==> config.mk <==
export PLATFORM = sky130hd
export DESIGN_NAME = mesi_line_ctrl
export DESIGN_NICKNAME = d
export VERILOG_FILES = /design/src/rtl/mesi_line_ctrl.sv
export SDC_FILE = /design/constraint.sdc
export NUM_CORES = 1
export LEC_CHECK = 0
export ABC_AREA = 1
export BUFFER_PORTS_ARGS = -buffer_cell sky130_fd_sc_hd__buf_2
export CAP_MARGIN = 0
export CORE_MARGIN = 3
export CORE_UTILIZATION = 45
export CTS_CLUSTER_DIAMETER = 100
export DETAILED_ROUTE_END_ITERATION = 16
export PLACE_DENSITY = 0.75
export SYNTH_ARGS = -nofsm -noshare
export SYNTH_HDL_FRONTEND = slang
export SYNTH_SLANG_ARGS = --single-unit
==> constraint.sdc <==
create_clock -name clk -period 5.2 [get_ports clk]
set_input_delay 0.26 -clock clk [delete_from_list [all_inputs] [get_ports clk]]
set_output_delay 0.26 -clock clk [all_outputs]
set_load 0.05 [all_outputs]
==> src/rtl/mesi_line_ctrl.sv <==
module mesi_line_ctrl #(
  parameter int LINES = 16,
  parameter int AW    = 32
) (
  input  logic                     clk,
  input  logic                     rst_n,
  input  logic                     cmd_valid,
  output logic                     cmd_ready,
  input  logic [2:0]               cmd_op,
  input  logic [$clog2(LINES)-1:0] cmd_idx,
  input  logic [AW-1:0]            cmd_addr,
  input  logic [1:0]               cmd_state,
  input  logic                     cmd_lower_wb,
  output logic                     done,
  output logic                     err,
  output logic                     wb_req,
  output logic                     busy,
  output logic                     put_valid,
  input  logic                     put_ready,
  output logic [AW-1:0]            put_addr,
  output logic                     put_dirty,
  input  logic                     put_resp
);
  localparam int IW = $clog2(LINES);
  localparam logic [1:0] ST_I = 2'd0, ST_S = 2'd1, ST_E = 2'd2, ST_M = 2'd3;
  localparam logic [2:0] OP_FILL = 3'd0, OP_DOWN = 3'd1, OP_INV = 3'd2,
                         OP_FWD = 3'd3, OP_EVICT = 3'd4;

  typedef enum logic [1:0] {PH_IDLE, PH_REQ, PH_WAIT} phase_t;

  logic [1:0] lines [LINES];
  phase_t     ph;
  logic [IW-1:0] ev_idx;
  logic       ev_err;

  logic       acc;
  logic [1:0] cur, nxt, eff;
  logic       upd, x_err, x_wb, x_put;

  assign cmd_ready = (ph == PH_IDLE);
  assign busy      = (ph != PH_IDLE);
  assign put_valid = (ph == PH_REQ);
  assign acc       = cmd_valid && cmd_ready;
  assign cur       = lines[cmd_idx];

  always_comb begin
    nxt   = cur;
    upd   = 1'b0;
    x_err = 1'b0;
    x_wb  = 1'b0;
    x_put = 1'b0;
    eff   = cur;
    unique case (cmd_op)
      OP_FILL: begin
        nxt = cmd_state;
        upd = 1'b1;
      end
      OP_DOWN: begin
        if (cur == ST_E || cur == ST_M) begin
          nxt  = ST_S;
          upd  = 1'b1;
          x_wb = (cur == ST_M);
        end else x_err = 1'b1;
      end
      OP_INV: begin
        if (cur != ST_I) begin
          nxt  = ST_I;
          upd  = 1'b1;
          x_wb = (cur == ST_M);
        end else x_err = 1'b1;
      end
      OP_FWD: x_err = (cur != ST_S);
      OP_EVICT: begin
        if (cmd_lower_wb) begin
          if (cur == ST_E || cur == ST_M) eff = ST_M;
          else x_err = 1'b1;
        end
        x_put = (eff != ST_I);
      end
      default: x_err = 1'b1;
    endcase
  end

  always_ff @(posedge clk) begin
    if (!rst_n) begin
      for (int i = 0; i < LINES; i++) lines[i] <= ST_I;
      ph        <= PH_IDLE;
      ev_idx    <= '0;
      ev_err    <= 1'b0;
      put_addr  <= '0;
      put_dirty <= 1'b0;
      done      <= 1'b0;
      err       <= 1'b0;
      wb_req    <= 1'b0;
    end else begin
      done   <= 1'b0;
      err    <= 1'b0;
      wb_req <= 1'b0;
      unique case (ph)
        PH_IDLE: if (acc) begin
          if (upd) lines[cmd_idx] <= nxt;
          if (x_put) begin
            ph        <= PH_REQ;
            ev_idx    <= cmd_idx;
            ev_err    <= x_err;
            put_addr  <= cmd_addr;
            put_dirty <= (eff == ST_M);
          end else begin
            done   <= 1'b1;
            err    <= x_err;
            wb_req <= x_wb;
          end
        end
        PH_REQ: if (put_ready) ph <= PH_WAIT;
        PH_WAIT: if (put_resp) begin
          lines[ev_idx] <= ST_I;
          ph   <= PH_IDLE;
          done <= 1'b1;
          err  <= ev_err;
        end
        default: ph <= PH_IDLE;
      endcase
    end
  end

  p_put_hold_r8: assert property (@(posedge clk) disable iff (!rst_n)
    put_valid && !put_ready |=> put_valid && $stable(put_addr) && $stable(put_dirty));

  p_evict_final_i_r8: assert property (@(posedge clk) disable iff (!rst_n)
    (ph == PH_WAIT) && put_resp |=> done && lines[ev_idx] == ST_I && !busy);

  p_inv_to_i_r4: assert property (@(posedge clk) disable iff (!rst_n)
    acc && cmd_op == OP_INV |=> lines[$past(cmd_idx)] == ST_I);

  p_wb_only_m_r3: assert property (@(posedge clk) disable iff (!rst_n)
    acc && (cmd_op == OP_DOWN || cmd_op == OP_INV) && cur != ST_M |=> !wb_req);

  p_fwd_keep_r5: assert property (@(posedge clk) disable iff (!rst_n)
    acc && cmd_op == OP_FWD |=> lines[$past(cmd_idx)] == $past(cur));

  p_done_pulse_r10: assert property (@(posedge clk) disable iff (!rst_n)
    done |=> !done);

  p_flags_with_done_r10: assert property (@(posedge clk) disable iff (!rst_n)
    !done |-> !err && !wb_req);

  p_busy_no_put_done_r9: assert property (@(posedge clk) disable iff (!rst_n)
    put_valid |-> !done && !cmd_ready);
endmodule

## After elaboration in Yosys (flattened, before gate mapping)

Memories as Yosys holds them, arrays and structs flattened.
Index checks and enable logic that the tools add are counted.

- Bits of input ports: 47
- Output and inout bits: 39
- Register bits after elaboration: 43
- Memories: 1
- Bits in read-only memories: 0
- Latch bits: 0
- Bits in writable memories: 32
- Word-level logic and storage cells: 84

- Bitwise operators: 3
- Shifts and indexed selects: 0
- Reduce and logical (&&, ||, !) cells: 12
- Order comparisons: 0
- Div/mod/pow operators: 0
- Muxes and demuxes: 46
- Equal/unequal tests: 14
- Multiply operators: 0
- $add $sub $neg: 0

Memories:

| memory | words | width | rd ports | clocked after memory_dff | write ports | RTL line | RTL |
|---|---|---|---|---|---|---|---|
| lines | 16 | 2 | 1 | 0 | 16 | 31 | `logic [1:0] lines [LINES];` |

Operators with widths:

| kind | number |
|---|---|
| $mux W1 | 25 |
| $mux W2 | 12 |
| $pmux W2 S3 | 2 |
| $eq A2 B2 Y1 const B | 4 |
| $mux W4 | 2 |
| $ne A2 B1 Y1 const B | 4 |
| $eq A3 B2 Y1 const B | 2 |
| $pmux W1 S2 | 3 |
| $reduce_bool A2 Y1 | 3 |
| $pmux W1 S5 | 1 |
| $reduce_and A4 Y1 | 1 |
| $reduce_or A2 Y1 | 2 |
| $reduce_or A4 Y1 | 1 |
| $eq A3 B1 Y1 const B | 1 |
| $eq A3 B3 Y1 const B | 1 |
| $logic_not A3 Y1 | 1 |
| $not A1 Y1 | 3 |
| $pmux W1 S3 | 1 |
| $reduce_and A3 Y1 | 1 |
| $eq A2 B1 Y1 const B | 1 |
| $logic_not A2 Y1 | 1 |
| $ne A2 B2 Y1 const B | 1 |
| $logic_and A1 B1 Y1 | 1 |
| $logic_or A1 B1 Y1 | 1 |

## Logic depth before layout (Yosys ltp)

Gate-level depths: netlist of run 1.
An unclocked memory read counts as a cell.

- Depth after elaboration: 13
- Mapped depth: 16
- Mapped depth without buffers: 13

## Worst setup path before layout of run 1

No wires, ideal clock.

- Path type: reg2reg
- Start: register ph[0]
- End: memory lines[10][0], enable pin
- Arrival time: 2.002 ns
- Setup slack: 2.900 ns
- Data required time: 4.902 ns
- Cell stages (with the launch flop): 9
- Setup time: 0.298 ns
- Period minus slack after synthesis: 2.300 ns
- Path buffers: 1
- Path through: dfxtp_1 > nor2_1 > nand2_1 > nor2_1 > nand2_1 > nand2_2 > buf_2 > nand2_1 > nand2_1

RTL lines:

| element | RTL line | RTL |
|---|---|---|
| from (decl) | 32 | `phase_t ph;` |
| from (signal assigned) | 87 | `ph <= PH_IDLE;` |
| from (signal assigned) | 103 | `ph <= PH_REQ;` |
| from (signal assigned) | 114 | `PH_REQ: if (put_ready) ph <= PH_WAIT;` |
| to (decl) | 31 |  |

==> flow_metrics.env, run 1 <==
export IMPL_status="finished, final reports clean"
export IMPL_ant_nets=0
export IMPL_grt_pass1_vias=3120
export IMPL_crit_path_start_kind="flip-flop"
export IMPL_synth_area_um2=3540
export IMPL_p_per_area_nw_per_um2=297
export IMPL_ir_worst_vdd_uv=193
export IMPL_core_um2=7450
export IMPL_syn_nets=514
export IMPL_hold_path_class="in -> reg"
export IMPL_fin_cells=645
export IMPL_die_h_um=94.7
export IMPL_setup_violations_final=0
export IMPL_critPathCaptureType="flip-flop"
export IMPL_drt_pass1_iterations=5
export IMPL_synth_area_per_cell_um2=7.58
export IMPL_ys_async_sr_fraction=0
export IMPL_finalNetCount=588
export IMPL_drt_met1_wl_um=3390
export IMPL_hold_viol=0
export IMPL_fp_dieW_um=94.7
export IMPL_topRoutingLayerUsed="met4"
export IMPL_fmax_ghz=0.464
export IMPL_initial_core_util=0.475
export IMPL_antenna_found_initial=0
export IMPL_cap_violations=0
export IMPL_period_share=0.414
export IMPL_netlist_instances=467
export IMPL_max_stage_delay_ns=0.47
export IMPL_synthTopCellsByArea="edfxtp_1 27%, dfxtp_1 24%, nand2_1 18%"
export IMPL_max_slew_margin=0.187
export IMPL_post_dp_hpwl_um=5930
export IMPL_clockBufferDepth=2
export IMPL_cts_num_sinks=75
export IMPL_rsz0062_at_grt="false"
export IMPL_setup_tns_ns=0
export IMPL_yosysTopAreaCell="edfxtp_1"
export IMPL_grt_pass1_wl_um=13500
export IMPL_synth_ff_type="dfxtp_1"
export IMPL_port_buffers=85
export IMPL_ys_seq_area_frac=0.514
export IMPL_synth_seq_cells=75
export IMPL_worst_skew_pair_late_latency_ns=0.34
export IMPL_critPathKind="reg -> reg"
export IMPL_syn2layout_area_growth_pct=16.9
export IMPL_die_area_um2=8970
export IMPL_cp_max_fo=16
export IMPL_synth_edf_count=32
export IMPL_worst_endpoint_required_ns=5.27
export IMPL_drc=0
export IMPL_path_common_cell="nand3_1"
export IMPL_cts_root_buffer="clkbuf_8"
export IMPL_rows=31
export IMPL_numCtsBuffers=9
export IMPL_track_usage=0.191
export IMPL_fin_ws_ns=3.05
export IMPL_pre_cts_slack_ns=2.78
export IMPL_fin_crit_ns=2.15
export IMPL_drt_wl_total_um=8260
export IMPL_hold_buffers=0
export IMPL_grt_max_degree=40
export IMPL_grt_overflow_total=0
export IMPL_final_seq_area_um2=1820
export IMPL_drt_vias_per_instance=5.00
export IMPL_h_tree_depth=3
export IMPL_dr_wl_met2_um=4030
export IMPL_vias=3227
export IMPL_yosysMostFrequentCell="nand2_1"
export IMPL_clock_skew_ns=0.0116
export IMPL_yosys_warnings=0
export IMPL_synthTopCellsByCount="172 x nand2_1, 61 x nor2_1, 43 x dfxtp_1"
export IMPL_nFillCells=699
export IMPL_crit_family="simple AND/OR/NAND/NOR gates"
export IMPL_crit_path_top_delay_cell="nand2_1"
export IMPL_multi_input_area_um2=1400
export IMPL_crit_chain="inv_1 > nand2_1 > nand3_1 > nand3_1 > nand3_1 > nand2_2 > o21ai_0 > o211ai_1 > nand2_1 > nor2_1"
export IMPL_path_clk_slew_ns=0.08
export IMPL_leakage_uw=0.00190
export IMPL_worst_pin_slew_ns=1.22
export IMPL_avgRoutedWirePerCell_um=12.8
export IMPL_maxSlewViolCount=0
export IMPL_layout_drive_gt1_share=0.211
export IMPL_cts_setup_buffers=0
export IMPL_first_iter_violations=167
export IMPL_worst_ep_arrival_time_ns=2.22
export IMPL_cts_tree="built"
export IMPL_dr_wl_met3_um=711
export IMPL_num_io_pins=86
export IMPL_synth_distinct_cells=25
export IMPL_gp_congestion=0.865
export IMPL_ctsResizeCount=0
export IMPL_worst_path_buf_inv=1
export IMPL_dp_cells=629
export IMPL_synth_top_cell_area_share=0.271
export IMPL_insertedDiodeCount=0
per-layer routing:
| metal | track usage | up-vias |
|---|---|---|
| met1 | 0.230 | 1488 |
| met3 | 0.0606 | 11 |
| li1 | - | 1621 |
| met5 | 0 | - |
| met4 | 0.0733 | 0 |
| met2 | 0.319 | 107 |
cell usage in the layout (no fill, tap or decap), types with 2 or more instances in the layout:
cell type and n:
o21ai_0 8, clkinv_2 3, dfxtp_1 43, o21ai_1 3
nand2_1 172, nor3_1 5, inv_1 37, nand2_2 6
edfxtp_1 32, nand3_1 25, clkbuf_8 9, buf_2 85
nor2_1 61, a21oi_1 42, clkbuf_16 2
worst paths after layout:
check / cells past startpoint / to / startpoint / slack [ns]
worst min register to register: 2 / put_dirty / put_dirty / 0.45
worst max-delay path: 10 / lines[5][0] / lines[1][1] / 3.05
worst min-delay path: 3 / put_addr[2] / cmd_addr[2] / 0.15
worst max register to register: 10 / lines[5][0] / lines[1][1] / 3.05
per-stage QoR:
step | instance area, µm² | utilization | hold WS, ns | total power [µW]
4_1_cts | 4140 | 0.556 | 0.138 | 1240
3_5_place_dp | 3930 | 0.528 | 0.433 | 794
3_3_place_gp | 3930 | 0.528 | 0.431 | 792
2_1_floorplan | 3540 | - | 0.403 | 753
6_report | 4140 | 0.556 | 0.154 | 1230
5_1_grt | 4140 | 0.556 | 0.154 | 1270
cell type report:
| cell class | count | share of cell area |
|---|---|---|
| clock buffer | 11 | 0.0420 |
| inverter | 39 | 0.0372 |
| clock inverter | 5 | 0.00726 |
| sequential | 75 | 0.440 |
| timing repair buffer | 86 | 0.105 |
| tap | 99 | 0.0299 |
| multi-input combinational | 330 | 0.339 |
worst register-to-register path, delay by kind of cell, from the launching register on:
family	cells	cell delay, ns
buffers and inverters	1	0.06
and+or+nand+nor	7	1.12
DFF	1	0.37
AOI/OAI and AO/OA	2	0.33
sequential cells by signal, summed over array words and instances (netlist names):
| signal | cells |
|---|---|
| ev_idx | 4 |
| lines | 32 |
| put_addr | 32 |
| put_dirty | 1 |
| ph | 2 |
| wb_req | 1 |
| err | 1 |
| done | 1 |
| ev_err | 1 |
cell families after synthesis:
logic type	Yosys count	synth area share
buffers and inverters	62	0.0898
AND/OR/NAND/NOR	275	0.316
AO/OA/AOI/OAI	55	0.0799
flip-flops	75	0.514
power breakdown:
| part | leakage, µW | switching [µW] | internal, µW |
|---|---|---|---|
| Combinational | 0.00111 | 107 | 40.6 |
| Sequential | 0.000678 | 5.66 | 627 |
| Clock | 0.000110 | 216 | 231 |
| Total | 0.00190 | 329 | 899 |
Note: power is estimated with default switching activity, not from simulation.
==> inputs of run 2 (changes only) <==
- ABC_AREA: 1 -> 0
- PLACE_DENSITY: 0.75 -> 0.74
- clock period: 5.2 -> 2 ns (I/O delays scaled with it)
==> run 2 against run 1 <==
Net effect:
- the flow now finishes with violations (setup timing)
- die area rose by 5.8%
- power rose to 2.8 times the previous value
- wire length up 35%
- final area increased by 32%
- register-to-register slack worse by 3.3 ns
- combinational power increased to 4.3 times the previous value
- maximum frequency fell by 4.6%
- count of clock-buffer cells in the layout decreased by 2
- final cell count fell by 3.1%
- critical path depth shrank 1
- critical endpoint is now put_addr[30]
==> flow_metrics.env, run 2 <==
export IMPL_synthTopCellsByArea="edfxtp_1 26%, dfxtp_1 23%, nand2_1 10%"
export IMPL_rows=32
export IMPL_setup_violations_final=104
export IMPL_max_slew_margin=0.526
export IMPL_antenna_found_initial=0
export IMPL_pre_cts_slack_ns=-0.301
export IMPL_p_per_area_nw_per_um2=620
export IMPL_nFillCells=512
export IMPL_yosysMostFrequentCell="nand2_1"
export IMPL_rsz0062_at_grt="true"
export IMPL_yosysTopAreaCell="edfxtp_1"
export IMPL_ys_seq_area_frac=0.485
export IMPL_ir_worst_vdd_uv=439
export IMPL_synth_area_per_cell_um2=10.0
export IMPL_grt_pass1_vias=3431
export IMPL_post_dp_hpwl_um=6120
export IMPL_cts_num_sinks=75
export IMPL_fmax_ghz=0.443
export IMPL_clockBufferDepth=2
export IMPL_netlist_instances=376
export IMPL_worst_endpoint_required_ns=2.29
export IMPL_status="finished, violations left"
export IMPL_period_share=1.13
export IMPL_reg_top3="lines (32), put_addr (32), ev_idx (4)"
export IMPL_final_seq_area_um2=1820
export IMPL_fin_cells=625
export IMPL_vias=3409
export IMPL_finalNetCount=565
export IMPL_gp_congestion=0.852
export IMPL_drc=0
export IMPL_synth_ff_type="dfxtp_1"
export IMPL_grt_max_degree=75
export IMPL_cp_max_fo=7
export IMPL_drt_pass1_iterations=4
export IMPL_synth_seq_cells=75
export IMPL_leakage_uw=0.00207
export IMPL_fin_crit_ns=2.26
export IMPL_dp_cells=562
export IMPL_worst_skew_pair_late_latency_ns=0.36
export IMPL_synth_area_um2=3760
export IMPL_numCtsBuffers=9
export IMPL_utilization=0.690
export IMPL_multi_input_area_um2=2040
export IMPL_setup_tns_ns=-21.12
export IMPL_worst_ep_arrival_time_ns=2.54
export IMPL_fp_dieW_um=97.4
export IMPL_layout_commonest_cell="buf_2"
export IMPL_core_um2=7930
export IMPL_grt_pass1_wl_um=16200
export IMPL_ys_async_sr_fraction=0
export IMPL_violations="setup timing"
export IMPL_hold_viol=0
export IMPL_cap_violations=0
export IMPL_ant_nets=0
export IMPL_hold_path_class="in -> reg"
export IMPL_grt_overflow_total=0
export IMPL_met2_usage=0.346
export IMPL_insertedDiodeCount=0
export IMPL_avgRoutedWirePerCell_um=17.9
export IMPL_synth_distinct_cells=44
export IMPL_first_iter_violations=263
export IMPL_critPathCaptureType="flip-flop"
export IMPL_synthTopCellsByCount="104 x nand2_1, 43 x dfxtp_1, 32 x edfxtp_1"
export IMPL_synth_edf_count=32
export IMPL_syn_nets=423
export IMPL_num_io_pins=86
export IMPL_port_buffers=85
export IMPL_cts_tree="built"
export IMPL_drt_wl_total_um=11200
export IMPL_crit_path_start_kind="flip-flop"
export IMPL_syn2layout_area_growth_pct=45.5
export IMPL_die_area_um2=9490
export IMPL_die_h_um=97.4
export IMPL_fin_ws_ns=-0.257
export IMPL_use_met3=0.0395
export IMPL_drt_vias_per_instance=5.45
export IMPL_top_usage_layer="met2"
export IMPL_cts_root_buffer="clkbuf_8"
export IMPL_synth_top_cell_area_share=0.256
export IMPL_path_clk_slew_ns=0.09
export IMPL_initial_core_util=0.474
export IMPL_worst_pin_slew_ns=0.711
export IMPL_critPathKind="reg -> reg"
export IMPL_most_common_layout_cells="85 x buf_2, 79 x nand2_1, 43 x dfxtp_1"
export IMPL_yosys_warnings=0
export IMPL_track_usage=0.211
export IMPL_h_tree_depth=3
export IMPL_met1_usage=0.260
export IMPL_clock_skew_ns=0.0190
export IMPL_layout_drive_gt1_share=0.463
export IMPL_maxSlewViolCount=0
run 2: final timing paths:
| kind | from | end | slack, ns | depth (start not counted) |
|---|---|---|---|---|
| min | put_ready | ph[1] | 0.02 | 3 |
| min reg2reg | put_addr[15] | put_addr[15] | 0.46 | 2 |
| max | lines[3][1] | put_addr[30] | -0.26 | 9 |
| max reg2reg | lines[3][1] | put_addr[30] | -0.26 | 9 |
run 2: logic make-up (layout without fill, tap and decap cells):
group / count (synthesis) / count (layout) / synth area share
simple gates: 173 / 173 / 0.239
buf+inv: 31 / 178 / 0.0536
compound gates: 88 / 88 / 0.170
flops: 75 / 75 / 0.485
mux: 8 / 8 / 0.0509
xor+xnor: 1 / 1 / 0.00233
run 2: metal layers:
| layer | part of all wire | vias up |
|---|---|---|
| li1 | - | 1613 |
| met1 | 0.40 | 1643 |
| met2 | 0.52 | 123 |
| met3 | 0.053 | 30 |
| met4 | 0.030 | 0 |
| met5 | 0 | - |
run 2: critical path, cell delays in order, from the launching register on:
cell,delay (ns)
edfxtp_1,0.38
mux4_2,0.49
a22oi_2,0.23
and3_4,0.25
buf_6,0.10
buf_6,0.10
a211o_4,0.24
buf_12,0.18
nand2_2,0.07
a21boi_2,0.13
run 2: report_power, final:
group	switching (µW)	internal (µW)
Combinational	331	296
Sequential	18.6	1630
Clock	644	473
Total	993	2400
run 2: final cells by class:
| type | instances | share of cell area |
|---|---|---|
| Sequential cell | 75 | 0.333 |
| Clock buffer | 9 | 0.0226 |
| Inverter | 2 | 0.00137 |
| Tap cell | 102 | 0.0233 |
| Multi-Input combinational cell | 270 | 0.372 |
| Clock inverter | 7 | 0.0105 |
| Timing Repair Buffer | 160 | 0.237 |
run 2: what timing repair did:
action | CTS | global route
resized for setup | 23 | 68
setup buffers | 3 | 5
hold buffers | 32 | 0
cloned | 3 | 5
pin swaps | 7 | 47
setup endpoints to repair | 105 | 105
endpoints found under the hold margin | 32 | 0
run 2: per-stage QoR:
| step | area [µm²] | hold WS [ns] | total power, µW |
|---|---|---|---|
| floorplan | 3810 | 0.235 | 1990 |
| global placement | 4420 | 0.339 | 2120 |
| detailed placement | 4420 | 0.345 | 2130 |
| CTS | 5080 | 0.00215 | 3320 |
| global route | 5470 | 0.0275 | 3500 |
| finish | 5470 | 0.0153 | 3390 |
